### src/rtl/otp_pkg.sv
package otp_pkg;
    localparam int DATA_W = 32;
    localparam int CHK_W  = 9;
    localparam int CMD_W  = 4;
    localparam int RADDR_W = 10;
    localparam int RADDR_LSB = 6;
    localparam int KEY_LEN = 4;

    // command codes (software-visible)
    localparam logic [CMD_W-1:0] OP_READ  = 4'd0;
    localparam logic [CMD_W-1:0] OP_UNLK  = 4'd2;
    localparam logic [CMD_W-1:0] OP_PROG  = 4'd10;

    // register offsets
    localparam logic [5:0] OFS_CTL  = 6'h00;
    localparam logic [5:0] OFS_ADR  = 6'h04;
    localparam logic [5:0] OFS_WLO  = 6'h08;
    localparam logic [5:0] OFS_WHI  = 6'h0C;
    localparam logic [5:0] OFS_ACC  = 6'h10;
    localparam logic [5:0] OFS_STA  = 6'h14;
    localparam logic [5:0] OFS_STB  = 6'h18;
    localparam logic [5:0] OFS_RLO  = 6'h1C;
    localparam logic [5:0] OFS_RHI  = 6'h20;

    // bit positions
    localparam int B_CPU_EN  = 15;
    localparam int B_CHK_DIS = 9;
    localparam int B_CHK_WR  = 8;
    localparam int B_READY   = 3;
    localparam int B_PROG_OK = 2;
    localparam int B_DONE    = 1;
    localparam int B_CHK_ERR = 17;

    typedef struct packed {
        logic [CHK_W-1:0]  chk;
        logic [DATA_W-1:0] data;
    } row_t;

    typedef enum logic [1:0] {
        SQ_INIT = 2'd0,
        SQ_IDLE = 2'd1,
        SQ_BUSY = 2'd2
    } seq_state_e;

    // placeholder check code: parity of the word plus byte-wise XOR
    function automatic logic [CHK_W-1:0] chk_fold(input logic [DATA_W-1:0] d);
        logic [7:0] x;
        x = d[31:24] ^ d[23:16] ^ d[15:8] ^ d[7:0];
        return {^d, x};
    endfunction

    function automatic logic [DATA_W-1:0] unlock_key(input logic [2:0] i);
        case (i)
            3'd0:    return 32'h0000_000F;
            3'd1:    return 32'h0000_0004;
            3'd2:    return 32'h0000_0008;
            3'd3:    return 32'h0000_000D;
            default: return 32'h0000_0000;
        endcase
    endfunction
endpackage

### src/rtl/otp_seq.sv
module otp_seq
    import otp_pkg::*;
#(
    parameter int INIT_CYC = 8,
    parameter int CMD_LAT  = 3
) (
    input  logic             clk,
    input  logic             rst,
    input  logic             start_lvl,
    input  logic             cpu_en,
    input  logic [CMD_W-1:0] cmd_in,
    output logic             ready,
    output logic             idle,
    output logic             cpl,
    output logic [CMD_W-1:0] cmd_q
);
    localparam int IW = $clog2(INIT_CYC + 1);
    localparam int LW = (CMD_LAT > 1) ? $clog2(CMD_LAT) : 1;

    seq_state_e      state;
    logic [IW-1:0]   init_cnt;
    logic [LW-1:0]   lat_cnt;
    logic            start_d;
    logic            launch;

    assign ready  = (state != SQ_INIT);
    assign idle   = (state == SQ_IDLE);
    assign launch = start_lvl && !start_d && idle && cpu_en;
    assign cpl    = (state == SQ_BUSY) && (lat_cnt == '0);

    always_ff @(posedge clk) begin
        if (rst) begin
            state    <= SQ_INIT;
            init_cnt <= '0;
            lat_cnt  <= '0;
            start_d  <= 1'b0;
            cmd_q    <= '0;
        end else begin
            start_d <= start_lvl;
            case (state)
                SQ_INIT: begin
                    if (init_cnt == IW'(INIT_CYC - 1)) state <= SQ_IDLE;
                    else init_cnt <= init_cnt + 1'b1;
                end
                SQ_IDLE: begin
                    if (launch) begin
                        state   <= SQ_BUSY;
                        cmd_q   <= cmd_in;
                        lat_cnt <= LW'(CMD_LAT - 1);
                    end
                end
                SQ_BUSY: begin
                    if (lat_cnt == '0) state <= SQ_IDLE;
                    else lat_cnt <= lat_cnt - 1'b1;
                end
                default: state <= SQ_IDLE;
            endcase
        end
    end
endmodule

### src/rtl/otp_unlock.sv
module otp_unlock
    import otp_pkg::*;
(
    input  logic              clk,
    input  logic              rst,
    input  logic              clear,
    input  logic              step_en,
    input  logic              consume,
    input  logic [DATA_W-1:0] value,
    output logic              prog_ok
);
    logic [2:0] step;
    logic       match;

    assign match   = (step != 3'(KEY_LEN)) && (value == unlock_key(step));
    assign prog_ok = (step == 3'(KEY_LEN));

    always_ff @(posedge clk) begin
        if (rst || clear || consume) begin
            step <= '0;
        end else if (step_en) begin
            if (match)                         step <= step + 1'b1;
            else if (value == unlock_key(3'd0)) step <= 3'd1;
            else                               step <= '0;
        end
    end
endmodule

### src/rtl/otp_rows.sv
module otp_rows
    import otp_pkg::*;
#(
    parameter int ROWS = 16,
    localparam int AW = $clog2(ROWS)
) (
    input  logic          clk,
    input  logic          rst,
    input  logic          wr_en,
    input  logic [AW-1:0] idx,
    input  row_t          wr_row,
    output row_t          rd_row
);
    row_t cells [ROWS];

    for (genvar g = 0; g < ROWS; g++) begin : g_row
        always_ff @(posedge clk) begin
            if (rst)
                cells[g] <= '0;
            else if (wr_en && idx == AW'(g))
                cells[g] <= row_t'(cells[g] | wr_row);
        end
    end

    assign rd_row = cells[idx];
endmodule

### src/rtl/otp_cmd_ctrl.sv
module otp_cmd_ctrl
    import otp_pkg::*;
#(
    parameter int ROWS     = 16,
    parameter int INIT_CYC = 8,
    parameter int CMD_LAT  = 3
) (
    input  logic        clk,
    input  logic        rst,
    input  logic        bus_sel,
    input  logic        bus_wr,
    input  logic [5:0]  bus_addr,
    input  logic [31:0] bus_wdata,
    output logic [31:0] bus_rdata
);
    localparam int AW = $clog2(ROWS);

    logic                start_q;
    logic [CMD_W-1:0]    cmd_code_q;
    logic [RADDR_W-1:0]  radr_q;
    logic [DATA_W-1:0]   wlo_q;
    logic [CHK_W-1:0]    whi_q;
    logic                cpu_en, chk_dis, chk_wr;
    logic [DATA_W-1:0]   rlo_q;
    logic [CHK_W-1:0]    rhi_q;
    logic                done_q, chk_err_q;

    logic                wr_hit;
    logic                seq_ready, seq_idle, cpl;
    logic [CMD_W-1:0]    cmd_q;
    logic                prog_ok;
    logic                cpl_read, cpl_unlk, cpl_prog;
    logic                w1c_done;
    row_t                rd_row, new_row;

    assign wr_hit   = bus_sel && bus_wr;
    assign w1c_done = wr_hit && bus_addr == OFS_STB && bus_wdata[B_DONE];
    assign cpl_read = cpl && cmd_q == OP_READ;
    assign cpl_unlk = cpl && cmd_q == OP_UNLK;
    assign cpl_prog = cpl && cmd_q == OP_PROG;

    always_ff @(posedge clk) begin
        if (rst) begin
            start_q    <= 1'b0;
            cmd_code_q <= '0;
            radr_q     <= '0;
            wlo_q      <= '0;
            whi_q      <= '0;
            cpu_en     <= 1'b0;
            chk_dis    <= 1'b0;
            chk_wr     <= 1'b0;
        end else if (wr_hit) begin
            case (bus_addr)
                OFS_CTL: begin
                    start_q    <= bus_wdata[0];
                    cmd_code_q <= bus_wdata[CMD_W:1];
                end
                OFS_ADR: radr_q <= bus_wdata[RADDR_LSB +: RADDR_W];
                OFS_WLO: wlo_q  <= bus_wdata;
                OFS_WHI: whi_q  <= bus_wdata[CHK_W-1:0];
                OFS_ACC: begin
                    cpu_en  <= bus_wdata[B_CPU_EN];
                    chk_dis <= bus_wdata[B_CHK_DIS];
                    chk_wr  <= bus_wdata[B_CHK_WR];
                end
                default: ;
            endcase
        end
    end

    // completion results and write-one-to-clear done
    always_ff @(posedge clk) begin
        if (rst) begin
            rlo_q     <= '0;
            rhi_q     <= '0;
            done_q    <= 1'b0;
            chk_err_q <= 1'b0;
        end else begin
            if (cpl)           done_q <= 1'b1;
            else if (w1c_done) done_q <= 1'b0;
            if (cpl_read) begin
                rlo_q     <= rd_row.data;
                rhi_q     <= rd_row.chk;
                chk_err_q <= !chk_dis && (rd_row.chk != chk_fold(rd_row.data));
            end
        end
    end

    always_comb begin
        new_row.data = wlo_q;
        new_row.chk  = chk_wr ? chk_fold(wlo_q) : whi_q;
    end

    otp_seq #(.INIT_CYC(INIT_CYC), .CMD_LAT(CMD_LAT)) u_seq (
        .clk(clk), .rst(rst), .start_lvl(start_q), .cpu_en(cpu_en),
        .cmd_in(cmd_code_q), .ready(seq_ready), .idle(seq_idle),
        .cpl(cpl), .cmd_q(cmd_q)
    );

    otp_unlock u_unlock (
        .clk(clk), .rst(rst), .clear(!cpu_en), .step_en(cpl_unlk),
        .consume(cpl_prog), .value(wlo_q), .prog_ok(prog_ok)
    );

    otp_rows #(.ROWS(ROWS)) u_rows (
        .clk(clk), .rst(rst), .wr_en(cpl_prog && prog_ok),
        .idx(radr_q[AW-1:0]), .wr_row(new_row), .rd_row(rd_row)
    );

    always_comb begin
        bus_rdata = '0;
        case (bus_addr)
            OFS_CTL: bus_rdata = {27'd0, cmd_code_q, start_q};
            OFS_ADR: bus_rdata[RADDR_LSB +: RADDR_W] = radr_q;
            OFS_WLO: bus_rdata = wlo_q;
            OFS_WHI: bus_rdata[CHK_W-1:0] = whi_q;
            OFS_ACC: begin
                bus_rdata[B_CPU_EN]  = cpu_en;
                bus_rdata[B_CHK_DIS] = chk_dis;
                bus_rdata[B_CHK_WR]  = chk_wr;
            end
            OFS_STA: begin
                bus_rdata[B_READY]   = seq_ready;
                bus_rdata[B_PROG_OK] = prog_ok;
            end
            OFS_STB: begin
                bus_rdata[B_DONE]    = done_q;
                bus_rdata[B_CHK_ERR] = chk_err_q;
            end
            OFS_RLO: bus_rdata = rlo_q;
            OFS_RHI: bus_rdata[CHK_W-1:0] = rhi_q;
            default: bus_rdata = '0;
        endcase
    end
endmodule

### config.mk
export PLATFORM = sky130hd
export DESIGN_NAME = otp_cmd_ctrl
export DESIGN_NICKNAME = d
export VERILOG_FILES = /design/src/rtl/otp_pkg.sv /design/src/rtl/otp_seq.sv /design/src/rtl/otp_unlock.sv /design/src/rtl/otp_rows.sv /design/src/rtl/otp_cmd_ctrl.sv
export SDC_FILE = /design/constraint.sdc
export NUM_CORES = 1
export LEC_CHECK = 0
export BUFFER_PORTS_ARGS = -buffer_cell sky130_fd_sc_hd__buf_2
export CAP_MARGIN = 20
export CORE_ASPECT_RATIO = 1.4
export CORE_UTILIZATION = 40
export CTS_BUF_LIST = sky130_fd_sc_hd__clkbuf_16
export CTS_CLUSTER_DIAMETER = 200
export DETAILED_ROUTE_END_ITERATION = 10
export PLACE_DENSITY = 0.57
export SYNTH_ARGS = -nofsm -noshare
export SYNTH_HDL_FRONTEND = slang
export SYNTH_HIERARCHICAL = 1
export SYNTH_SLANG_ARGS = --single-unit
### constraint.sdc
create_clock -name clk -period 3.35 [get_ports clk]
set_clock_uncertainty 0.1 [all_clocks]
set_input_delay 0.67 -clock clk [delete_from_list [all_inputs] [get_ports clk]]
set_output_delay 0.67 -clock clk [all_outputs]
set_load 0.02 [all_outputs]
**Word-level counts from Yosys, hierarchy flattened**

Memories as Yosys holds them, arrays and structs flattened. A register that Yosys moved wholly into a read port is not among the register bits.
Cells that the tools add are included.

- Bits in registers: 118
- RAM bits: 656
- Input bits: 42
- Output and inout port bits: 32
- Word-level logic and storage cells: 247
- Memories kept: 1

Memories:

| name | depth | width | read ports | clocked after Yosys merged registers in | write ports | line | RTL |
|---|---|---|---|---|---|---|---|
| u_rows.cells | 16 | 41 | 17 | 1 | 16 | otp_rows.sv:14 | `row_t cells [ROWS];` |

- Add/subtract/negate cells: 3
- Eq/ne operators: 40
- Mux-type cells: 92
- Bitwise operators: 39
- Reduce and logical (&&, ||, !) cells: 54

Operators by type and width:

| cell | number |
|---|---|
| 2-to-1 mux 41 bit | 16 |
| bitwise OR 41 bit | 16 |
| XOR reduction 32 bit | 2 |
| 2-to-1 mux 1 bit | 53 |
| bitwise XOR 8 bit | 6 |
| equality test 4 bit (second input constant) | 9 |
| equality test 32 x 4 -> 1 bit | 1 |
| equality test 32 x 4 -> 1 bit (second input constant) | 1 |
| logical AND 1 bit | 29 |
| case mux 14 bit (2 select lines) | 1 |
| equality test 6 x 5 -> 1 bit (second input constant) | 4 |
| equality test 4 x 3 -> 1 bit (second input constant) | 5 |
| case mux 2 bit (5 select lines) | 2 |
| bitwise OR 1 bit | 16 |
| case mux 4 bit (4 select lines) | 1 |
| case mux 5 bit (3 select lines) | 1 |
| AND reduction 2 bit | 7 |
| equality test 4 x 2 -> 1 bit (second input constant) | 3 |
| equality test 6 x 4 -> 1 bit (second input constant) | 2 |
| case mux 1 bit (6 select lines) | 2 |
| case mux 2 bit (6 select lines) | 1 |
| 2-to-1 mux 9 bit | 1 |
| != test 9 bit | 1 |
| zero test 4 bit | 2 |
| other kinds (31) | 46 |

**Depth between registers and ports, before layout**

- Depth in word-level cells: 9
- Gate-level depth with buffers: 13
- Mapped depth without buffers: 10

**Hierarchy**

The synthesis kept the hierarchy.

Modules (own cells, without submodules):

| module | times used | cells an instance | area each (µm²) |
|---|---|---|---|
| otp_rows | 1 | 2469 | 30362.9 |
| otp_cmd_ctrl | 1 | 643 | 4895.9 |
| otp_seq | 1 | 63 | 618.1 |
| otp_unlock | 1 | 49 | 380.4 |

**Worst setup path before layout**

No wires, ideal clock.

- Path type: flip-flop to flip-flop
- Start: register radr_q[0] (netlist name)
- End: register chk_err_q
- Setup time: 0.128 ns
- Arrival time: 2.916 ns
- Data required time: 3.122 ns
- Path slack: 0.205 ns
- Cell stages (with the launch flop): 14
- Path buffers: 3
- Cells stage by stage: dfxtp_1 > buf_6 > buf_8 > buf_6 > mux4_1 > a22oi_1 > nand2_1 > xor2_1 > xnor2_1 > xor2_1 > xnor3_1 > xnor2_1 > nor3_1 > o41ai_2

RTL lines:

| element | line | RTL |
|---|---|---|
| end signal, assigned | otp_cmd_ctrl.sv:84 | `chk_err_q <= !chk_dis && (rd_row.chk != chk_fold(rd_row.data));` |
| end, declared | otp_cmd_ctrl.sv:26 | `logic done_q, chk_err_q;` |

==> impl_metrics.env <==
export IMPL_routabilityCongestion=0.903
export IMPL_synth_ff_type="edfxtp_1"
export IMPL_criticalPathCategory="register to register"
export IMPL_crit_path_cell_trace="bufbuf_16 > buf_4 > mux4_1 > a22oi_2 > nand2_1 > xnor2_1 > buf_4 > xnor2_4 > xnor2_2 > xnor3_1 > xnor2_2 > nor3_2 > o41ai_2"
export IMPL_root_buffer="clkbuf_16"
export IMPL_setup_viol=1
export IMPL_grt_pass1_vias=26200
export IMPL_die_width_um=256
export IMPL_crit_fanout=6
export IMPL_clockBufferDepth=3
export IMPL_yosysSeqAreaShare=0.608
export IMPL_max_slew_margin=0.446
export IMPL_final_design_area_no_fill_um2=42600
export IMPL_synth_enable_flop_cells=656
export IMPL_crit_arrival_ns=3.82
export IMPL_violations="setup timing"
export IMPL_slowest_stage="mux4_1"
export IMPL_syn_nets=3273
export IMPL_vias=26700
export IMPL_place_area_um2=39700
export IMPL_cp_top_family="XOR/XNOR gates"
export IMPL_dp_hpwl_um=77600
export IMPL_grt_max_degree=66
export IMPL_leakage_nw=15.1
export IMPL_path_clk_slew_ns=0.06
export IMPL_fin_util=0.475
export IMPL_avgViaCountPerCell=5.78
export IMPL_ff2ff_path_depth=13
export IMPL_ys_ff_latch=774
export IMPL_crit_start="radr_q[0]"
export IMPL_reg2reg_slack_ns=-0.06
export IMPL_coreArea_um2=89800
export IMPL_wirelength_um=124000
export IMPL_start_util=0.404
export IMPL_status="finished, violations left"
export IMPL_critPathBufInv=3
export IMPL_crit_cells=13
export IMPL_crit_path_start_kind="register"
export IMPL_setup_worst_path_end="chk_err_q"
export IMPL_cts_tree="built"
export IMPL_period_share=1.02
export IMPL_slew_violations=0
export IMPL_netlist_top_cells_area="edfxtp_1 (54%), nor2_1 (13%), mux4_2 (9.8%)"
export IMPL_worstMarginPinSlew_ns=0.831
export IMPL_rsz0062_at_grt="true"
export IMPL_period_needed_ns=3.41
export IMPL_yosys_area_top_type="edfxtp_1"
export IMPL_portBuffers=73
export IMPL_ios=74
export IMPL_cpPeakStageDelay_ns=0.58
export IMPL_yosysTopAreaCellShare=0.543
export IMPL_synth_cell_types=59
export IMPL_grt_pass1_wl_um=180000
export IMPL_timing_critical_path_to_type="register"
export IMPL_powerDensity_nw_per_um2=485
export IMPL_first_pass_iters=6
export IMPL_finalHoldViolCount=0
export IMPL_timing_final_ws_setup_ns=-0.0562
export IMPL_timing_rr_start="radr_q[0]"
export IMPL_max_vdd_ir_drop_v=0.000331
export IMPL_antenna_left=0
export IMPL_syn2layout_area_growth_pct=17.6
export IMPL_cts_sinks=774
export IMPL_route_detailed_drc=0
export IMPL_cp_required_ns=3.76
export IMPL_rows=130
export IMPL_cts_buffers=77
export IMPL_yosys_warnings=6
export IMPL_cts_max_level=3
export IMPL_drive_gt1_frac=0.200
export IMPL_grt_usage=0.269
export IMPL_drtIter0Drc=3031
export IMPL_syn_area_um2=36300
export IMPL_r2r_end="chk_err_q"
export IMPL_die_height_um=358
export IMPL_overflow=0
export IMPL_hold_class="input port to register"
export IMPL_avgSynthCellArea_um2=11.2
export IMPL_synthArstFlopShare=0
export IMPL_grt_antenna_before_repair=0
export IMPL_syn_inst=3224
export IMPL_cap_violations=0
export IMPL_fmax_ghz=0.294
export IMPL_total_power_w=0.0207
export IMPL_wire_per_inst_um=26.9
export IMPL_nets=3427
export IMPL_clk_latency_ns=0.65
export IMPL_fp_dieArea_um2=91900
report_power, final:
part / switching (W) / total (W) / internal (W)
logic: 0.000733 / 0.00128 / 0.000547
clock network: 0.00380 / 0.00833 / 0.00453
registers: 0.000241 / 0.0111 / 0.0108
total: 0.00478 / 0.0207 / 0.0159
cell type report:
class,count,area (um2)
Antenna cell,1,2.50
Fill cell,8280,47100
Multi-Input combinational cell,2178,13500
Inverter,16,60.1
Tap cell,1188,1490
Clock buffer,83,2080
Sequential cell,774,22100
Timing Repair Buffer,331,3180
Clock inverter,55,272
cells by family after synthesis:
logic type	count (synthesis)	share of synthesized area
AO/OA/AOI/OAI	306	0.0578
adder cells (fa/ha/maj)	7	0.00242
buffers and inverters	272	0.0327
flip-flops	774	0.608
XOR/XNOR	70	0.0173
AND/OR/NAND/NOR	1621	0.176
multiplexers	174	0.105
cell usage in the layout (no fill, tap or decap), drive strengths merged, types with 7 or more instances in the layout:
cell type / netlist / layout
a22oi: 95 / 95
edfxtp: 656 / 656
xor2: 9 / 9
a222oi: 11 / 11
a21oi: 117 / 117
nor4: 11 / 11
dfxtp: 118 / 118
buf: 59 / 329
nand2b: 14 / 14
clkinv: 0 / 25
mux2i: 8 / 8
mux4: 164 / 164
clkbuf: 197 / 83
nor3: 8 / 8
a31o: 16 / 16
o21a: 41 / 41
nor2: 1257 / 1257
nand2: 261 / 261
xnor2: 60 / 60
inv: 16 / 41
a22o: 15 / 15
nand3: 26 / 26
ha: 7 / 7
nor2b: 7 / 7
and2: 8 / 8
per-stage QoR:
step                setup TNS [ns]  hold slack (ns)  setup WS [ns]  std cells
floorplan                        0            0.336          0.205       3224
global placement            -0.242            0.343         -0.242       4459
detailed placement          -0.259            0.348         -0.259       4459
CTS                        -0.0120            0.144        -0.0120       4624
global route                -0.190            0.169         -0.190       4625
finish                     -0.0562            0.159        -0.0562       4626
worst register-to-register path, stage by stage (launching register included):
cell and delay (ns):
dfxtp_4 0.39, bufbuf_16 0.29, buf_4 0.14, mux4_1 0.58, a22oi_2 0.25, nand2_1 0.11, xnor2_1 0.13, buf_4 0.17
xnor2_4 0.19, xnor2_2 0.15, xnor3_1 0.37, xnor2_2 0.16, nor3_2 0.18, o41ai_2 0.07
synth_stat cells (6+ instances only):
cell / n
nor3_1: 8
buf_4: 8
mux4_2: 158
nand3_1: 26
buf_2: 39
xor2_1: 9
nand2_1: 261
a22o_1: 15
nand4_1: 6
ha_1: 7
inv_1: 16
nor2b_1: 7
mux4_1: 6
and2_1: 6
o21a_1: 41
nor4_1: 10
a22oi_1: 95
buf_6: 10
a21oi_1: 117
nand2b_1: 14
mux2i_1: 8
a31o_2: 16
dfxtp_1: 118
nor2_1: 1256
xnor2_1: 60
a222oi_1: 11
clkbuf_1: 196
edfxtp_1: 656
per-layer routing:
layer	vias up	part of all wire	track usage
met1	13400	0.39	0.352
met3	263	0.093	0.0419
met2	1489	0.48	0.445
li1	11600	-	-
met5	-	0	0
met4	0	0.042	0.117
worst min-delay path by stage:
stage | end | cells past startpoint | start
floorplan | radr_q[4] | 2 | radr_q[4]
global placement | radr_q[6] | 2 | radr_q[6]
detailed placement | rlo_q[19] | 2 | rlo_q[19]
CTS | wlo_q[21] | 3 | bus_wdata[21]
global route | wlo_q[21] | 3 | bus_wdata[21]
finish | wlo_q[21] | 3 | bus_wdata[21]
timing repair:
item,in CTS,in global routing
cloned,2,0
hold buffers,0,0
gates resized for setup,49,5
setup endpoints to repair,1,1
pin swaps,22,5
setup buffers,26,1
registers in the layout, indices dropped and copies added (netlist names):
name and cells:
u_seq/start_d 1, rhi_q 9, chk_wr 1, wlo_q 32, rlo_q 32, start_q 1, whi_q 9, u_seq/state 2
u_rows/cells 656, chk_err_q 1, u_seq/cmd_q 4, cpu_en 1, u_seq/lat_cnt 2, u_unlock/step 3, radr_q 10, u_seq/init_cnt 4
cmd_code_q 4, chk_dis 1, done_q 1
No activity file was read; power rests on OpenSTA's default activity.
